==> src/rtl/bldc_pkg.sv <==
package bldc_pkg;

    localparam int NUM_LEGS = 3;

    typedef enum logic [1:0] {
        LEG_FLOAT = 2'd0,
        LEG_HIGH  = 2'd1,
        LEG_LOW   = 2'd2
    } leg_state_e;

    // Mirror a leg drive for reverse rotation; a floating leg stays floating.
    function automatic leg_state_e mirror(input leg_state_e s);
        case (s)
            LEG_HIGH: mirror = LEG_LOW;
            LEG_LOW:  mirror = LEG_HIGH;
            default:  mirror = LEG_FLOAT;
        endcase
    endfunction

    // Target drive of one leg for a Hall code; h1,h2,h3 are sensor levels.
    function automatic leg_state_e leg_drive(input logic h1, input logic h2,
                                             input logic h3, input logic fwd,
                                             input int leg);
        leg_state_e a, b, c, r;
        case ({h1, h2, h3})
            3'b100: begin a = LEG_HIGH;  b = LEG_FLOAT; c = LEG_LOW;   end
            3'b110: begin a = LEG_FLOAT; b = LEG_HIGH;  c = LEG_LOW;   end
            3'b010,
            3'b111: begin a = LEG_LOW;   b = LEG_HIGH;  c = LEG_FLOAT; end
            3'b011: begin a = LEG_LOW;   b = LEG_FLOAT; c = LEG_HIGH;  end
            3'b001: begin a = LEG_FLOAT; b = LEG_LOW;   c = LEG_HIGH;  end
            default: begin a = LEG_HIGH; b = LEG_LOW;   c = LEG_FLOAT; end // 101, 000
        endcase
        case (leg)
            0:       r = a;
            1:       r = b;
            default: r = c;
        endcase
        leg_drive = fwd ? r : mirror(r);
    endfunction

endpackage

==> src/rtl/bldc_sync.sv <==
module bldc_sync #(
    parameter int WIDTH  = 6,
    parameter int STAGES = 2
) (
    input  logic             clk,
    input  logic             rst,
    input  logic [WIDTH-1:0] d_i,
    output logic [WIDTH-1:0] q_o
);
    logic [WIDTH-1:0] stage_q [STAGES];

    always_ff @(posedge clk) begin
        if (rst) begin
            for (int s = 0; s < STAGES; s++) stage_q[s] <= '0;
        end else begin
            stage_q[0] <= d_i;
            for (int s = 1; s < STAGES; s++) stage_q[s] <= stage_q[s-1];
        end
    end

    assign q_o = stage_q[STAGES-1];
endmodule

==> src/rtl/bldc_comm_decode.sv <==
module bldc_comm_decode
    import bldc_pkg::*;
(
    input  logic       clk,
    input  logic       rst,
    input  logic [2:0] hall_s,
    input  logic       fwd_s,
    input  logic       brake_n_s,
    input  logic       en_s,
    output leg_state_e tgt_o [NUM_LEGS]
);
    always_ff @(posedge clk) begin
        if (rst) begin
            for (int k = 0; k < NUM_LEGS; k++) tgt_o[k] <= LEG_FLOAT;
        end else begin
            for (int k = 0; k < NUM_LEGS; k++) begin
                if (!en_s)           tgt_o[k] <= LEG_FLOAT;
                else if (!brake_n_s) tgt_o[k] <= LEG_HIGH;
                else tgt_o[k] <= leg_drive(hall_s[0], hall_s[1], hall_s[2], fwd_s, k);
            end
        end
    end

    for (genvar g = 0; g < NUM_LEGS; g++) begin : g_chk
        assert_enable_off_R5: assert property (@(posedge clk) disable iff (rst)
            !en_s |=> (tgt_o[g] == LEG_FLOAT));
        assert_brake_high_R4: assert property (@(posedge clk) disable iff (rst)
            (en_s && !brake_n_s) |=> (tgt_o[g] == LEG_HIGH));
    end
endmodule

==> src/rtl/bldc_leg_guard.sv <==
module bldc_leg_guard
    import bldc_pkg::*;
#(
    parameter int DEAD_CYCLES = 100
) (
    input  logic       clk,
    input  logic       rst,
    input  leg_state_e tgt_i,
    output logic       hs_o,
    output logic       ls_o
);
    localparam int CW = $clog2(DEAD_CYCLES + 1);

    leg_state_e    cur_q;
    logic [CW-1:0] wait_q;

    always_ff @(posedge clk) begin
        if (rst) begin
            cur_q  <= LEG_FLOAT;
            wait_q <= '0;
        end else if (cur_q != LEG_FLOAT) begin
            if (tgt_i != cur_q) begin
                cur_q  <= LEG_FLOAT;
                wait_q <= CW'(DEAD_CYCLES);
            end
        end else if (wait_q != '0) begin
            wait_q <= wait_q - CW'(1);
        end else if (tgt_i != LEG_FLOAT) begin
            cur_q <= tgt_i;
        end
    end

    assign hs_o = (cur_q == LEG_HIGH);
    assign ls_o = (cur_q == LEG_LOW);

    // Checker: length of the current fully-off run, saturating.
    logic [CW-1:0] off_run_q;
    always_ff @(posedge clk) begin
        if (rst)                              off_run_q <= CW'(DEAD_CYCLES);
        else if (hs_o || ls_o)                off_run_q <= '0;
        else if (off_run_q < CW'(DEAD_CYCLES)) off_run_q <= off_run_q + CW'(1);
    end

    assert_no_shoot_R6: assert property (@(posedge clk) disable iff (rst)
        !(hs_o && ls_o));
    assert_dead_gap_R7: assert property (@(posedge clk) disable iff (rst)
        $rose(hs_o || ls_o) |-> (off_run_q >= CW'(DEAD_CYCLES)));
    assert_no_swap_hi_R7: assert property (@(posedge clk) disable iff (rst)
        hs_o |=> !ls_o);
    assert_no_swap_lo_R7: assert property (@(posedge clk) disable iff (rst)
        ls_o |=> !hs_o);
endmodule

==> src/rtl/bldc_commutator.sv <==
module bldc_commutator
    import bldc_pkg::*;
#(
    parameter int DEAD_CYCLES = 100,
    parameter int SYNC_STAGES = 2
) (
    input  logic       clk,
    input  logic       rst,
    input  logic [2:0] hall_i,
    input  logic       fwd_i,
    input  logic       brake_n_i,
    input  logic       en_i,
    output logic [2:0] hs_o,
    output logic [2:0] ls_o
);
    localparam int SYNC_W = 6;

    logic [SYNC_W-1:0] sync_q;
    leg_state_e        tgt [NUM_LEGS];

    bldc_sync #(.WIDTH(SYNC_W), .STAGES(SYNC_STAGES)) u_sync (
        .clk (clk),
        .rst (rst),
        .d_i ({en_i, brake_n_i, fwd_i, hall_i}),
        .q_o (sync_q)
    );

    bldc_comm_decode u_dec (
        .clk       (clk),
        .rst       (rst),
        .hall_s    (sync_q[2:0]),
        .fwd_s     (sync_q[3]),
        .brake_n_s (sync_q[4]),
        .en_s      (sync_q[5]),
        .tgt_o     (tgt)
    );

    for (genvar g = 0; g < NUM_LEGS; g++) begin : g_leg
        bldc_leg_guard #(.DEAD_CYCLES(DEAD_CYCLES)) u_guard (
            .clk   (clk),
            .rst   (rst),
            .tgt_i (tgt[g]),
            .hs_o  (hs_o[g]),
            .ls_o  (ls_o[g])
        );
    end

    assert_reset_off_R8: assert property (@(posedge clk)
        rst |=> (hs_o == 3'b000 && ls_o == 3'b000));
endmodule

==> config.mk <==
export PLATFORM = sky130hd
export DESIGN_NAME = bldc_commutator
export DESIGN_NICKNAME = d
export VERILOG_FILES = /design/src/rtl/bldc_pkg.sv /design/src/rtl/bldc_sync.sv /design/src/rtl/bldc_comm_decode.sv /design/src/rtl/bldc_leg_guard.sv /design/src/rtl/bldc_commutator.sv
export SDC_FILE = /design/constraint.sdc
export NUM_CORES = 1
export LEC_CHECK = 0
export ABC_CLOCK_PERIOD_IN_PS = 1600
export CORE_MARGIN = 2
export CORE_UTILIZATION = 40
export DETAILED_ROUTE_END_ITERATION = 8
export PLACE_DENSITY = 0.67
export SLEW_MARGIN = 20
export SYNTH_ARGS = -nofsm -noshare
export SYNTH_HDL_FRONTEND = slang
export SYNTH_HIERARCHICAL = 1
export SYNTH_SLANG_ARGS = --single-unit
==> constraint.sdc <==
create_clock -name clk -period 1.6 [get_ports clk]
set_input_delay 0.16 -clock clk [delete_from_list [all_inputs] [get_ports clk]]
set_output_delay 0.16 -clock clk [all_outputs]
set_load 0.1 [all_outputs]
# Word level (Yosys, flattened, before mapping)
# Memories as Yosys holds them, arrays and structs flattened.
# Cells that the tools add are included.
# word_totals
register_bits	33
ramBits	12
in_bits	8
output_inout_bits	6
n_memories	1
# op_classes
n_addsub	3
n_eq_ne	27
n_mux	47
n_bitwise	4
n_reduce_logical	29
# memory_table
memory	depth	word_bits	read_ports	rd_clocked_by_memory_dff	wr	line	source
u_sync.stage_q	2	6	2	0	2	bldc_sync.sv:10	logic [WIDTH-1:0] stage_q [STAGES];
# ops
operator	count
7-bit two-way mux	9
2-bit two-way mux	24
2-bit one-hot mux with 2 select lines	6
2-bit nonzero test	12
7-bit nonzero test	3
7-bit by 1-bit subtractor with 7-bit output (second input constant)	3
2-bit by 1-bit equality test with 1-bit output (second input constant)	6
2-bit equality test (second input constant)	6
6-bit two-way mux	2
2-bit OR reduction	5
3-bit equality test (second input constant)	3
3-bit AND reduction	3
3-bit OR reduction	3
3-bit by 2-bit equality test with 1-bit output (second input constant)	2
1-bit two-way mux	6
2-bit by 1-bit inequality test with 1-bit output (second input constant)	3
2-bit inequality test	3
2-bit inequality test (second input constant)	3
2-bit AND reduction	3
3-bit by 1-bit equality test with 1-bit output (second input constant)	1
1-bit NOT	2
1-bit bitwise OR	2

# Longest topological paths before layout
# An unclocked memory read counts as a cell.
# logic_depth
word_depth	11
depth_mapped	6
ltp_nobuf	6

# By module
# Netlist, hierarchy kept.
# modules_own_cells
module	instances	cells_each	area_per_inst_um2	seq_area_each_um2
bldc_leg_guard	3	62	531.8	180.2
bldc_sync	1	31	411.6	240.2
bldc_comm_decode	1	29	275.3	120.1

# Worst setup path before layout
# Ideal clock, no wire load.
# synth_timing
path_kind	reg2out
startpoint	reg g_leg[0].u_guard.cur_q[1]
endpoint	out ls_o[0]
t_arrival_ps	1992
required_ps	1440
path_slack_ps	-552
path_stages_with_launch	3
cell_sequence	dfxtp_1 -> clkbuf_1 -> nor2b_1
# synth_between
elab_chain_cells	1
# synth_rtl
element	line	source
start: declaration	bldc_leg_guard.sv:14	leg_state_e cur_q;
start signal: assignment	bldc_leg_guard.sv:29	cur_q <= tgt_i;
2-bit equality test	bldc_leg_guard.sv:34	assign ls_o = (cur_q == LEG_LOW);
end: declaration	bldc_commutator.sv:14	output logic [2:0] ls_o
# No other way between the ends.

# Worst setup path after layout
# layout_timing
startpoint	reg g_leg[2].u_guard.cur_q[1]
endpoint	reg g_leg[2].u_guard.wait_q[5]
# layout_between
elab_chain_cells	3
word_cells_on_any_way	6
# layout_rtl
element	line	source
start: declaration	bldc_leg_guard.sv:14	
start signal: assignment	bldc_leg_guard.sv:29	
2-bit inequality test or 2-bit nonzero test (tied branches)	bldc_leg_guard.sv:22, bldc_leg_guard.sv:21	
2-bit inequality test (no source line) or 2-bit nonzero test (tied branches)	n/a	
2-bit AND reduction (no source line)	n/a	
end signal: assignment	bldc_leg_guard.sv:24	wait_q <= CW'(DEAD_CYCLES);
end signal: assignment	bldc_leg_guard.sv:27	wait_q <= wait_q - CW'(1);
end: declaration	bldc_leg_guard.sv:15	logic [CW-1:0] wait_q;
# Several ways; a longest one is shown, not always the timed one.
# A chain may end at the register's enable or synchronous reset.

==> results.md <==
* Status: finished with violations
* Failing checks: negative setup slack
* 1st-iter DRT viols at 19
* Pwr per Cell Area at 1600 mW/mm²
* Total number of H-tree levels at 2
* Yosys cell types at 36
* Die area at 0.00633 mm²
* Filler instances at 512
* Crit Path Class: flop to flop
* Top-area cell type share of the netlist area at 0.395
* Half-perimeter wire length after placement at 2960 µm
* Hold WC Path Type: input port to flop
* RSZ-0062 raised after global routing: yes
* Area of the multi-input gates at 0.00140 mm²
* Number of synthesized register bits at 45
* Synth Cell Area at 0.00228 mm²
* Maximum Capacitance Violations at 0
* ANT cells at 0
* Post-synth EDFFs at 0
* Hold Fails Final Rpt at 0
* Period minus WS final at 1.77 ns
* Via/cell ratio at 5.17
* GR Overflow Total at 0
* WP depth at 4
* Drt drc at 0
* Routed wire length per instance at 12.1 µm
* Critical path fanouts, max at 2
* First-pass GRT wire length at 7380 µm
* WP data required at 1.84 ns
* Clk root buf: clkbuf_8
* Top post-synthesis cells by area: dfxtp_1 (39%), xnor2_1 (4.6%), a21oi_1 (3.9%)
* Seq/Total Area, Yosys at 0.395
* I/O Pins at 14
* IO Port Bufs at 13
* CTS tree: yes
* Register area at 910 µm²
* Lkg Pwr at 1.15 nW
* Delay-heaviest family, CP: simple AND/OR/NAND/NOR gates
* Pin count of the biggest net entering global routing at 28
* # hold bufs at CTS at 0
* Hold EP: u_sync/stage_q[0][0]$_SDFF_PP0_
* Largest stage delay, worst path at 0.53 ns
* R2r setup slk at -0.17 ns
* # nets final at 293
* Hold path depth at 2
* Crit end category: flop
* Worst endpoint data arrival time at 2.00 ns
* Setup ws final at -0.167 ns
* Tightest Pin Transition at 0.352 ns
* Via count at 1,819
* Starting Density at 0.414
* Startpoint Class: flop
* Detailed Route WL at 4250 µm
* Core area at 0.00551 mm²
* Rows at 27
* Setup_tns at -0.711 ns
* Critical-path cell list: or4_4, or3_4, or3b_1, a31oi_1
* R2R cell count at 4
* Vias in the first global route at 1,762
* CTS clock-pin slew for the worst setup and hold paths at 0.09 ns
* Cells after Synth at 246
* CTS Sinks at 45
* Initial antenna violation count at 0
* Slowest cell on crit path: or4_4
* Max Buffers Root-to-Sink at 2
* Maximum clock frequency at 0.566 GHz
* Hold Crit Start: hall_i[0]
* Ys Warns at 6
* Final ANT Viol Nets at 0
* Synth async-reset ratio at 0
* Maximum VDD drop at 894 µV
* Tcrit/Tclk final at 1.10
* Count of TritonRoute iterations in the first routing pass at 4
* Die W at 79.5 µm
* Yosys top cell by area: dfxtp_1
* Buffers & Inverters on Critical Path at 0
* Die Y at 79.5 µm
* GPL Wtd Cong at 0.835
* Synth Flop Type: dfxtp_1
* GRT Total Usage at 0.146
* R2r startpoint: g_leg[2].u_guard/cur_q[1]$_SDFFE_PP0P_
* Syn-to-layout area delta at 29.9%
* Final clock skew at 0.00496 ns
* CTS buffer count at 5
* Relative slew slack at 0.765
* R2R Path End: g_leg[2].u_guard/wait_q[5]$_SDFFE_PP0P_
* Total power at 0.00475 W
* Share of cells above drive strength 1 at 0.379
* # setup viols final at 6
* Synthesized area per cell at 9.28 µm²
* Clk_lat worst skew at 0.30 ns
* Mapped Nets at 260
* Max-slew violation count at 0
worst register-to-register path, delay by kind of cell, from the launching register on:
family	cells	cell delay, ns
flops	1	0.32
simple gates	3	1.22
compound gates	1	0.16
power by group:
| group | switching (W) | total [W] | internal [W] |
|---|---|---|---|
| clock | 0.000419 | 0.000734 | 0.000316 |
| combinational | 0.00103 | 0.00246 | 0.00143 |
| sequential | 0.000206 | 0.00156 | 0.00135 |
kinds of logic after synthesis:
family,count (synthesis),synth area share
and+or+nand+nor,96,0.279
adders and majority gates,6,0.0329
muxes,5,0.0219
buffers and inverters,26,0.0592
DFF,45,0.395
AOI/OAI and AO/OA,56,0.167
xor gates and xnor gates,12,0.0461
cells in the final DEF (no fill, tap or decap), types with 5 or more instances in the layout:
| cell | netlist | final |
|---|---|---|
| a211oi_1 | 12 | 5 |
| a211oi_2 | 0 | 7 |
| a21oi_1 | 18 | 18 |
| a31oi_1 | 5 | 5 |
| buf_12 | 0 | 7 |
| buf_4 | 6 | 27 |
| clkbuf_8 | 0 | 5 |
| clkdlybuf4s50_1 | 0 | 7 |
| dfxtp_1 | 45 | 38 |
| dfxtp_2 | 0 | 7 |
| ha_1 | 6 | 6 |
| inv_2 | 0 | 6 |
| mux2i_1 | 5 | 5 |
| nand2_1 | 9 | 9 |
| nand2b_1 | 5 | 5 |
| nand3b_1 | 5 | 5 |
| nor2_1 | 7 | 7 |
| nor2b_1 | 14 | 5 |
| nor2b_2 | 8 | 12 |
| nor2b_4 | 2 | 7 |
| nor3_1 | 12 | 12 |
| o31a_1 | 6 | 6 |
| or4_4 | 0 | 6 |
| xnor2_1 | 12 | 12 |
how the worst max path moves through the flow:
stage	from	to	slack [ns]
2_1_floorplan	g_leg[1].u_guard/cur_q[1]$_SDFFE_PP0P_	g_leg[1].u_guard/wait_q[5]$_SDFFE_PP0P_	-0.11
3_3_place_gp	g_leg[0].u_guard/cur_q[1]$_SDFFE_PP0P_	g_leg[0].u_guard/wait_q[5]$_SDFFE_PP0P_	-0.13
3_5_place_dp	g_leg[2].u_guard/cur_q[1]$_SDFFE_PP0P_	g_leg[2].u_guard/wait_q[5]$_SDFFE_PP0P_	-0.15
4_1_cts	g_leg[2].u_guard/cur_q[1]$_SDFFE_PP0P_	g_leg[2].u_guard/wait_q[5]$_SDFFE_PP0P_	-0.16
5_1_grt	g_leg[1].u_guard/cur_q[1]$_SDFFE_PP0P_	g_leg[1].u_guard/wait_q[5]$_SDFFE_PP0P_	-0.24
6_report	g_leg[2].u_guard/cur_q[1]$_SDFFE_PP0P_	g_leg[2].u_guard/wait_q[5]$_SDFFE_PP0P_	-0.17
metal layers:
| layer | share of wire | GRT usage |
|---|---|---|
| met5 | 0 | 0 |
| met4 | 0.014 | 0.0517 |
| met3 | 0.032 | 0.0396 |
| met2 | 0.50 | 0.261 |
| met1 | 0.46 | 0.166 |
area by class of cell:
cell class	count	share of cell area
clock buffer	5	0.0232
tap	72	0.0304
clock inverter	3	0.00844
timing repair buffer	43	0.147
inverter	9	0.0114
multi-input combinational	175	0.473
sequential	45	0.307
Yosys cell counts, types with 5 or more instances:
cell type / count
a21oi_1: 18
dfxtp_1: 45
nand2b_1: 5
clkbuf_1: 6
nand3b_1: 5
nand2_1: 9
buf_4: 6
nor2_1: 7
nor3_1: 12
or3b_1: 6
mux2i_1: 5
or4_1: 6
a211oi_1: 12
inv_1: 9
ha_1: 6
or3_1: 5
a31oi_1: 5
nor2b_2: 8
nor2b_1: 14
xnor2_1: 12
o31a_1: 6
repair_timing:
item                       in CTS  in global routing
buffers inserted                1                  1
setup endpoints to repair      10                 17
resized for setup              21                 22
pin swaps                       2                  8
metrics by stage:
step	utilization	instance area, µm²	std cells	setup slack [ns]	hold WS, ns
after floorplan	-	2320	246	-0.109	0.289
after global placement	0.495	2730	342	-0.129	0.418
after detailed placement	0.495	2730	342	-0.153	0.425
after CTS	0.522	2870	351	-0.164	0.403
after global routing	0.538	2960	352	-0.237	0.408
final	0.538	2960	352	-0.167	0.422
flip-flops by register name, summed over array words and instances (netlist names):
signal                flops
g_leg.u_guard/wait_q     21
u_sync/stage_q           12
u_dec/tgt_o               6
g_leg.u_guard/cur_q       6
(Power assumes the default switching activity.)
